===== src/rtl/sig_lfsr_pkg.sv =====
package sig_lfsr_pkg;

    localparam int unsigned ADDR_W = 5;

    localparam logic [ADDR_W-1:0] ADDR_TAPS    = 5'h07;
    localparam logic [ADDR_W-1:0] ADDR_SEED_LO = 5'h08;
    localparam logic [ADDR_W-1:0] ADDR_SEED_HI = 5'h09;
    localparam logic [ADDR_W-1:0] ADDR_SIG_LO  = 5'h0A;
    localparam logic [ADDR_W-1:0] ADDR_SIG_HI  = 5'h0B;

    typedef enum logic [2:0] {
        SEL_NONE,
        SEL_TAPS,
        SEL_SEED_LO,
        SEL_SEED_HI,
        SEL_SIG_LO,
        SEL_SIG_HI
    } reg_sel_e;

    typedef enum logic [1:0] {
        OP_HOLD,
        OP_LOAD,
        OP_STEP
    } sig_op_e;

    function automatic reg_sel_e decode_addr(input logic [ADDR_W-1:0] a);
        reg_sel_e s;
        unique case (a)
            ADDR_TAPS:    s = SEL_TAPS;
            ADDR_SEED_LO: s = SEL_SEED_LO;
            ADDR_SEED_HI: s = SEL_SEED_HI;
            ADDR_SIG_LO:  s = SEL_SIG_LO;
            ADDR_SIG_HI:  s = SEL_SIG_HI;
            default:      s = SEL_NONE;
        endcase
        return s;
    endfunction

    function automatic sig_op_e pick_op(input logic load, input logic step);
        sig_op_e o;
        if (load)      o = OP_LOAD;
        else if (step) o = OP_STEP;
        else           o = OP_HOLD;
        return o;
    endfunction

endpackage


===== src/rtl/sig_lfsr_regfile.sv =====
module sig_lfsr_regfile
    import sig_lfsr_pkg::*;
#(
    parameter int unsigned BUS_W = 16,
    parameter int unsigned TAP_W = 16
) (
    input  logic             clk,
    input  logic             rst,
    input  logic             we,
    input  reg_sel_e         sel,
    input  logic [BUS_W-1:0] wdata,
    output logic [TAP_W-1:0] taps_q,
    output logic [BUS_W-1:0] seed_lo_q,
    output logic [BUS_W-1:0] seed_hi_q
);

    always_ff @(posedge clk) begin
        if (rst) begin
            taps_q    <= '0;
            seed_lo_q <= '0;
            seed_hi_q <= '0;
        end else if (we) begin
            case (sel)
                SEL_TAPS:    taps_q    <= wdata[TAP_W-1:0];
                SEL_SEED_LO: seed_lo_q <= wdata;
                SEL_SEED_HI: seed_hi_q <= wdata;
                default: ;
            endcase
        end
    end

endmodule


===== src/rtl/sig_lfsr_shift.sv =====
module sig_lfsr_shift
    import sig_lfsr_pkg::*;
#(
    parameter int unsigned SIG_W = 32,
    parameter int unsigned TAP_W = 16
) (
    input  logic             clk,
    input  logic             rst,
    input  sig_op_e          op,
    input  logic             scan_in,
    input  logic [TAP_W-1:0] taps,
    input  logic [SIG_W-1:0] seed,
    output logic [SIG_W-1:0] sig_q
);

    logic             fb;
    logic [SIG_W-1:0] step_v;

    assign fb = sig_q[SIG_W-1] ^ scan_in;

    for (genvar i = 0; i < SIG_W; i++) begin : g_stage
        if (i == 0) begin : g_first
            assign step_v[i] = fb & taps[i];
        end else if (i < TAP_W) begin : g_tap
            assign step_v[i] = sig_q[i-1] ^ (fb & taps[i]);
        end else begin : g_plain
            assign step_v[i] = sig_q[i-1];
        end
    end

    always_ff @(posedge clk) begin
        if (rst) begin
            sig_q <= '0;
        end else begin
            case (op)
                OP_LOAD: sig_q <= seed;
                OP_STEP: sig_q <= step_v;
                default: sig_q <= sig_q;
            endcase
        end
    end

endmodule


===== src/rtl/sig_lfsr_rdmux.sv =====
module sig_lfsr_rdmux
    import sig_lfsr_pkg::*;
#(
    parameter int unsigned BUS_W = 16,
    parameter int unsigned TAP_W = 16,
    localparam int unsigned SIG_W = 2 * BUS_W
) (
    input  reg_sel_e         sel,
    input  logic [TAP_W-1:0] taps,
    input  logic [BUS_W-1:0] seed_lo,
    input  logic [BUS_W-1:0] seed_hi,
    input  logic [SIG_W-1:0] sig,
    output logic [BUS_W-1:0] rdata
);

    always_comb begin
        case (sel)
            SEL_TAPS:    rdata = BUS_W'(taps);
            SEL_SEED_LO: rdata = seed_lo;
            SEL_SEED_HI: rdata = seed_hi;
            SEL_SIG_LO:  rdata = sig[BUS_W-1:0];
            SEL_SIG_HI:  rdata = sig[SIG_W-1:BUS_W];
            default:     rdata = '0;
        endcase
    end

endmodule


===== src/rtl/sig_lfsr.sv =====
module sig_lfsr
    import sig_lfsr_pkg::*;
#(
    parameter int unsigned BUS_W = 16,
    parameter int unsigned TAP_W = 16
) (
    input  logic              clk,
    input  logic              rst,
    input  logic [ADDR_W-1:0] bus_addr,
    input  logic              bus_we,
    input  logic [BUS_W-1:0]  bus_wdata,
    output logic [BUS_W-1:0]  bus_rdata,
    input  logic              seed_load,
    input  logic              shift_en,
    input  logic              scan_in
);

    localparam int unsigned SIG_W = 2 * BUS_W;

    reg_sel_e         sel;
    sig_op_e          op;
    logic [TAP_W-1:0] taps_q;
    logic [BUS_W-1:0] seed_lo_q;
    logic [BUS_W-1:0] seed_hi_q;
    logic [SIG_W-1:0] seed_flat;
    logic [SIG_W-1:0] sig_q;

    assign sel       = decode_addr(bus_addr);
    assign op        = pick_op(seed_load, shift_en);
    assign seed_flat = {seed_hi_q, seed_lo_q};

    sig_lfsr_regfile #(.BUS_W(BUS_W), .TAP_W(TAP_W)) u_regs (
        .clk       (clk),
        .rst       (rst),
        .we        (bus_we),
        .sel       (sel),
        .wdata     (bus_wdata),
        .taps_q    (taps_q),
        .seed_lo_q (seed_lo_q),
        .seed_hi_q (seed_hi_q)
    );

    sig_lfsr_shift #(.SIG_W(SIG_W), .TAP_W(TAP_W)) u_shift (
        .clk     (clk),
        .rst     (rst),
        .op      (op),
        .scan_in (scan_in),
        .taps    (taps_q),
        .seed    (seed_flat),
        .sig_q   (sig_q)
    );

    sig_lfsr_rdmux #(.BUS_W(BUS_W), .TAP_W(TAP_W)) u_rd (
        .sel     (sel),
        .taps    (taps_q),
        .seed_lo (seed_lo_q),
        .seed_hi (seed_hi_q),
        .sig     (sig_q),
        .rdata   (bus_rdata)
    );

endmodule


===== config.mk =====
export PLATFORM = sky130hd
export DESIGN_NAME = sig_lfsr
export DESIGN_NICKNAME = d
export VERILOG_FILES = /design/src/rtl/sig_lfsr_pkg.sv /design/src/rtl/sig_lfsr_regfile.sv /design/src/rtl/sig_lfsr_shift.sv /design/src/rtl/sig_lfsr_rdmux.sv /design/src/rtl/sig_lfsr.sv
export SDC_FILE = /design/constraint.sdc
export NUM_CORES = 1
export LEC_CHECK = 0
export BUFFER_PORTS_ARGS = -buffer_cell sky130_fd_sc_hd__buf_2
export CAP_MARGIN = 20
export CORE_MARGIN = 10
export CORE_UTILIZATION = 60
export DETAILED_ROUTE_END_ITERATION = 10
export PLACE_DENSITY = 0.85
export SYNTH_ARGS = -nofsm -noshare
export SYNTH_HDL_FRONTEND = slang
export SYNTH_SLANG_ARGS = --single-unit

===== constraint.sdc =====
create_clock -name clk -period 2.6 [get_ports clk]
set_input_delay 0.13 -clock clk [delete_from_list [all_inputs] [get_ports clk]]
set_output_delay 0.13 -clock clk [all_outputs]
set_load 0.02 [all_outputs]

== After elaboration in Yosys (flattened, before gate mapping) ==
Cells that the tools add are included.
Widths: inputs -> output; s select.
Word-level totals
  memories kept: 0
  register bits after elaboration: 80
  input bits: 27
  bits in latches: 0
  bits in writable memories: 0
  memory bits (read-only): 0
Operators by class
  $add $sub $neg: 0
  equal/unequal tests: 12
  bitwise gates (word level): 32
  order comparisons: 0
  shifts and indexed selects: 0
  divide/modulo/power cells: 0
  multiplexer cells: 5
  reductions and logical operators: 4
  $mul: 0
Operators by type and width (number)
  $pmux 16 s5: 1
  $pmux 32 s2: 1
  $eq 5x4->1 const B: 4
  $and 1x1->1: 16
  $xor 1x1->1: 16
  $pmux 3 s5: 1
  $eq 3x2->1 const B: 2
  $eq 3x3->1 const B: 2
  $reduce_and 2->1: 3
  $eq 5x3->1 const B: 1
  $mux 2: 2
  $eq 3x1->1 const B: 1
  $eq 2x1->1 const B: 1
  $eq 2x2->1 const B: 1
  $reduce_bool 2->1: 1

== Depth between registers and ports, before layout ==
  depth after elaboration: 4
  gate-level depth with buffers: 6
  depth with buffers taken out: 3

== By module ==
A second synthesis with hierarchy kept.
Second synthesis, totals
  cell total of the unflattened synthesis: 504
  area, all modules: 4494.3 sq um
Modules (own cells, without submodules)
  sig_lfsr_regfile: area each 1985.7 sq um, instances 1, sequential area each 960.9 sq um, cells an instance 178
  sig_lfsr_shift: area each 1709.1 sq um, instances 1, sequential area each 640.6 sq um, cells an instance 226
  sig_lfsr_rdmux: area each 739.5 sq um, instances 1, sequential area each 0.0 sq um, cells an instance 93
  sig_lfsr: area each 60.1 sq um, instances 1, sequential area each 0.0 sq um, cells an instance 7

== Least setup slack after synthesis ==
Ideal clock, no wire load.
  kind: in2out
  start: in bus_addr[0]
  end: out bus_rdata[12]
  arrival time: 1.269 ns
  cell stages on the path: 5
  path slack: 1.201 ns
  path through: or4b_1 -> buf_6 -> buf_8 -> o22ai_1 -> a21o_1
On the way
  longest elaborated chain between the ends: 4
  elaborated cells on any way between the ends: 12
  those cells by class: eq/ne: 10; mux: 2
RTL lines
  start, declared: RTL line sig_lfsr.sv:9  | input logic [ADDR_W-1:0] bus_addr,
  $eq 5x4->1 or $eq 5x3->1 (tied branches): RTL line sig_lfsr_pkg.sv:28  | unique case (a)
  $pmux 3 s5 (*): RTL line sig_lfsr_pkg.sv:28
  $eq 3x3->1, or another cell as far along: RTL line sig_lfsr_rdmux.sv:17  | case (sel)
  $pmux 16 s5 (*): RTL line sig_lfsr_rdmux.sv:17
  end, declared: RTL line sig_lfsr.sv:12  | output logic [BUS_W-1:0] bus_rdata,
Mark *: on every way between the ends. The rest lies on a longest branch, timed or not.

== Final worst setup path ==
  start: in bus_addr[0]
  end: out bus_rdata[11]
The elaborated chain is that of the path after synthesis.

==> results by group <==
Status
  • Status: finished clean

Routing
  • Via count: 3795
  • DRC viols: 0
  • TritonRoute pass-1 iters: 5
  • Vias per std cell: 6.33
  • Drt wl/cell: 19.0 um
  • Detailed Route Iter0 Violations: around 260
  • Final WL: around 11000 um
  • Antenna violation net count after detailed routing: 0

Clock tree
  • Post-CTS Resized: 0
  • CTS max path bufs: 2
  • # Post-CTS Setup Buffers: 0
  • CTS sink cnt: 80
  • CTS Buf Count: 9
  • Post-CTS Hold Fix Bufs: 0
  • Clock insertion delay at the later pin of the skew report: around 0.36 ns
  • Reg clk slew, reported paths: around 0.090 ns
  • CTS tree: done
  • H-tree depth: 3
  • Root buf cell: clkbuf_8

STA
  • Pins Over Slew Limit: 0
  • Final hold vios: 0
  • Setup tns final: 0 ns
  • Hold_ws: 0.0300 ns
  • Fmax: about 0.53 GHz
  • Tmin final: between 1.5 and 2 ns
  • Fin crit share: 0.726
  • Worst slew margin: 0.439
  • Clk_skew: 0.0126 ns
  • Worst slew pin tran: 0.841 ns
  • Final setup viols: 0
  • RSZ-0062 raised after global routing: false

Hold path
  • WHS Path Cells: 3
  • Hold EP: u_regs.taps_q[10]
  • Hold crit path type: input pin to flip-flop
  • Hold Startpoint: bus_wdata[10]

Die
  • Initial Utilization: 0.610
  • Core region area: between 0.007 and 0.008 mm2
  • Ports: 43
  • Die H: roughly 110 um
  • Die X: about 110 um
  • Full die area: 0.0111 mm2
  • Site Rows: 31

Worst setup path
  • Startpoint types: input pin
  • Reg2reg start: u_shift.sig_q[31]
  • Critical path arrival: 1.76 ns
  • Setup CP Type: input pin to output port
  • Crit-path max FO: 16
  • CP endpoint kind: output port
  • Req. time, crit path: approximately 2.5 ns
  • R2r endpoint: u_shift.sig_q[12]
  • FF-to-FF path depth: 4
  • Reg2reg setup slack: about 1.3 ns

Synthesis
  • Dominant cell type by area after synthesis: dfxtp_1
  • Synth Warn #: 0
  • Yosys top cell area share: 0.368
  • Seq/Total Area, Yosys: 0.368
  • Mapped Avg Cell Area: between 9 and 10 um2
  • Synth unique cells: 34
  • #FFs+latches synth: 80
  • Top area cells in the synthesized netlist: dfxtp_1 (37%), mux2i_1 (18%), nand2b_1 (7.0%), a21oi_1 (3.7%), nand4b_1 (3.0%)
  • Syn_nets: approximately 500
  • Post-Synthesis Cells: about 470
  • Synthesized cell area: 0.00436 mm2

Layout
  • Multi-input gate area in the final layout: 0.00255 mm2
  • Layout cells sized above 1: 0.172
  • Ant diodes: 0
  • Register area: approximately 0.0016 mm2
  • Commonest non-fill, non-tap cells in the layout: mux2i_1 (80), dfxtp_1 (80), nand2b_1 (49)
  • Final std cells w/o fill: 600
  • # nets final: 523
  • Area growth syn-to-layout: 10.3%
  • FILL cells: ~560

Flow run
  • Max-cap violations: 0

Pwr
  • Static leakage: slightly above 2 nW
  • Total power: about 2.4 mW
  • PD cells: a little under 500 mW/mm2
  • Maximum VDD drop: approximately 240 uV

Place
  • Port Buffers: 42
  • Gpl congestion: about 0.83
  • Post-DP HPWL: between 7000 and 8000 um
  • Placed Cells: 584

GRT
  • Initial antenna violation count: 0
  • First-pass GRT wire length: roughly 19000 um
  • Vias in the first global route: about 3700
  • All-Layer GR Usage: 0.201
  • Pin count of the biggest net entering global routing: 97
  • GRT overflow: 0
## flip-flops by register name, summed over array words and instances (netlist names)
name	cells
u_shift.sig_q	32
u_regs.seed_hi_q	16
u_regs.seed_lo_q	16
u_regs.taps_q	16
## kinds of logic after synthesis
family	Yosys count	synth area share
AOI/OAI and AO/OA	95	0.137
muxes	96	0.225
DFF	80	0.368
xor gates and xnor gates	1	0.00201
buffers and inverters	46	0.0508
and+or+nand+nor	154	0.217
## stage by stage
stage	cell area, um2	worst slack [ns]	utilization
6_report	4800	0.713	0.673
5_1_grt	4800	0.677	0.673
4_1_cts	4800	0.715	0.673
3_5_place_dp	4610	0.720	0.646
3_3_place_gp	4610	0.798	0.646
2_1_floorplan	4360	1.20	-
## worst max-delay path by stage
| stage | to | cells after the start | from |
|---|---|---|---|
| 2_1_floorplan | bus_rdata[12] | 5 | bus_addr[0] |
| 4_1_cts | bus_rdata[11] | 5 | bus_addr[0] |
| 3_5_place_dp | bus_rdata[11] | 5 | bus_addr[0] |
| 6_report | bus_rdata[11] | 5 | bus_addr[0] |
| 5_1_grt | bus_rdata[9] | 5 | bus_addr[0] |
| 3_3_place_gp | bus_rdata[14] | 5 | bus_addr[0] |
## worst max-delay path: stages
cell and delay, ns:
buf_2 0.13, or4b_1 0.88, o22ai_1 0.32, a21o_1 0.12
buf_2 0.17
## report_power, final
part | internal, mW | switching, mW | total, mW
clock network | 0.469 | 0.458 | 0.927
logic | 0.0735 | 0.130 | 0.203
registers | 1.23 | 0.00734 | 1.24
## Yosys cell counts, drive strengths merged
| cell | instances |
|---|---|
| o221ai | 15 |
| o22ai | 15 |
| nand4b | 16 |
| and2 | 15 |
| a221oi | 1 |
| clkbuf | 24 |
| or4b | 1 |
| nand2b | 49 |
| nand3 | 17 |
| a211o | 1 |
| nand2 | 15 |
| nand4bb | 2 |
| mux2 | 16 |
| buf | 20 |
| dfxtp | 80 |
| nor2b | 1 |
| xor2 | 1 |
| nor2 | 19 |
| o21ai | 16 |
| a21oi | 32 |
| mux2i | 80 |
| inv | 2 |
| nor3b | 17 |
| and4b | 1 |
| a21o | 15 |
| or3 | 1 |
## cell type report
cell class	count	area share
Clock buffer	11	0.0294
Clock inverter	5	0.0117
Inverter	2	0.00156
Multi-Input combinational cell	346	0.531
Sequential cell	80	0.333
Tap cell	99	0.0258
Timing Repair Buffer	57	0.0672
## layer usage
layer | vias up | wire [um] | GRT usage
met4 | 0 | 237 | 0.0706
met3 | 25 | 716 | 0.0442
li1 | 1757 | - | -
met5 | - | 0 | 0
met1 | 1872 | 4670 | 0.231
met2 | 141 | 5770 | 0.355
Note: power is estimated with default switching activity, not from simulation.
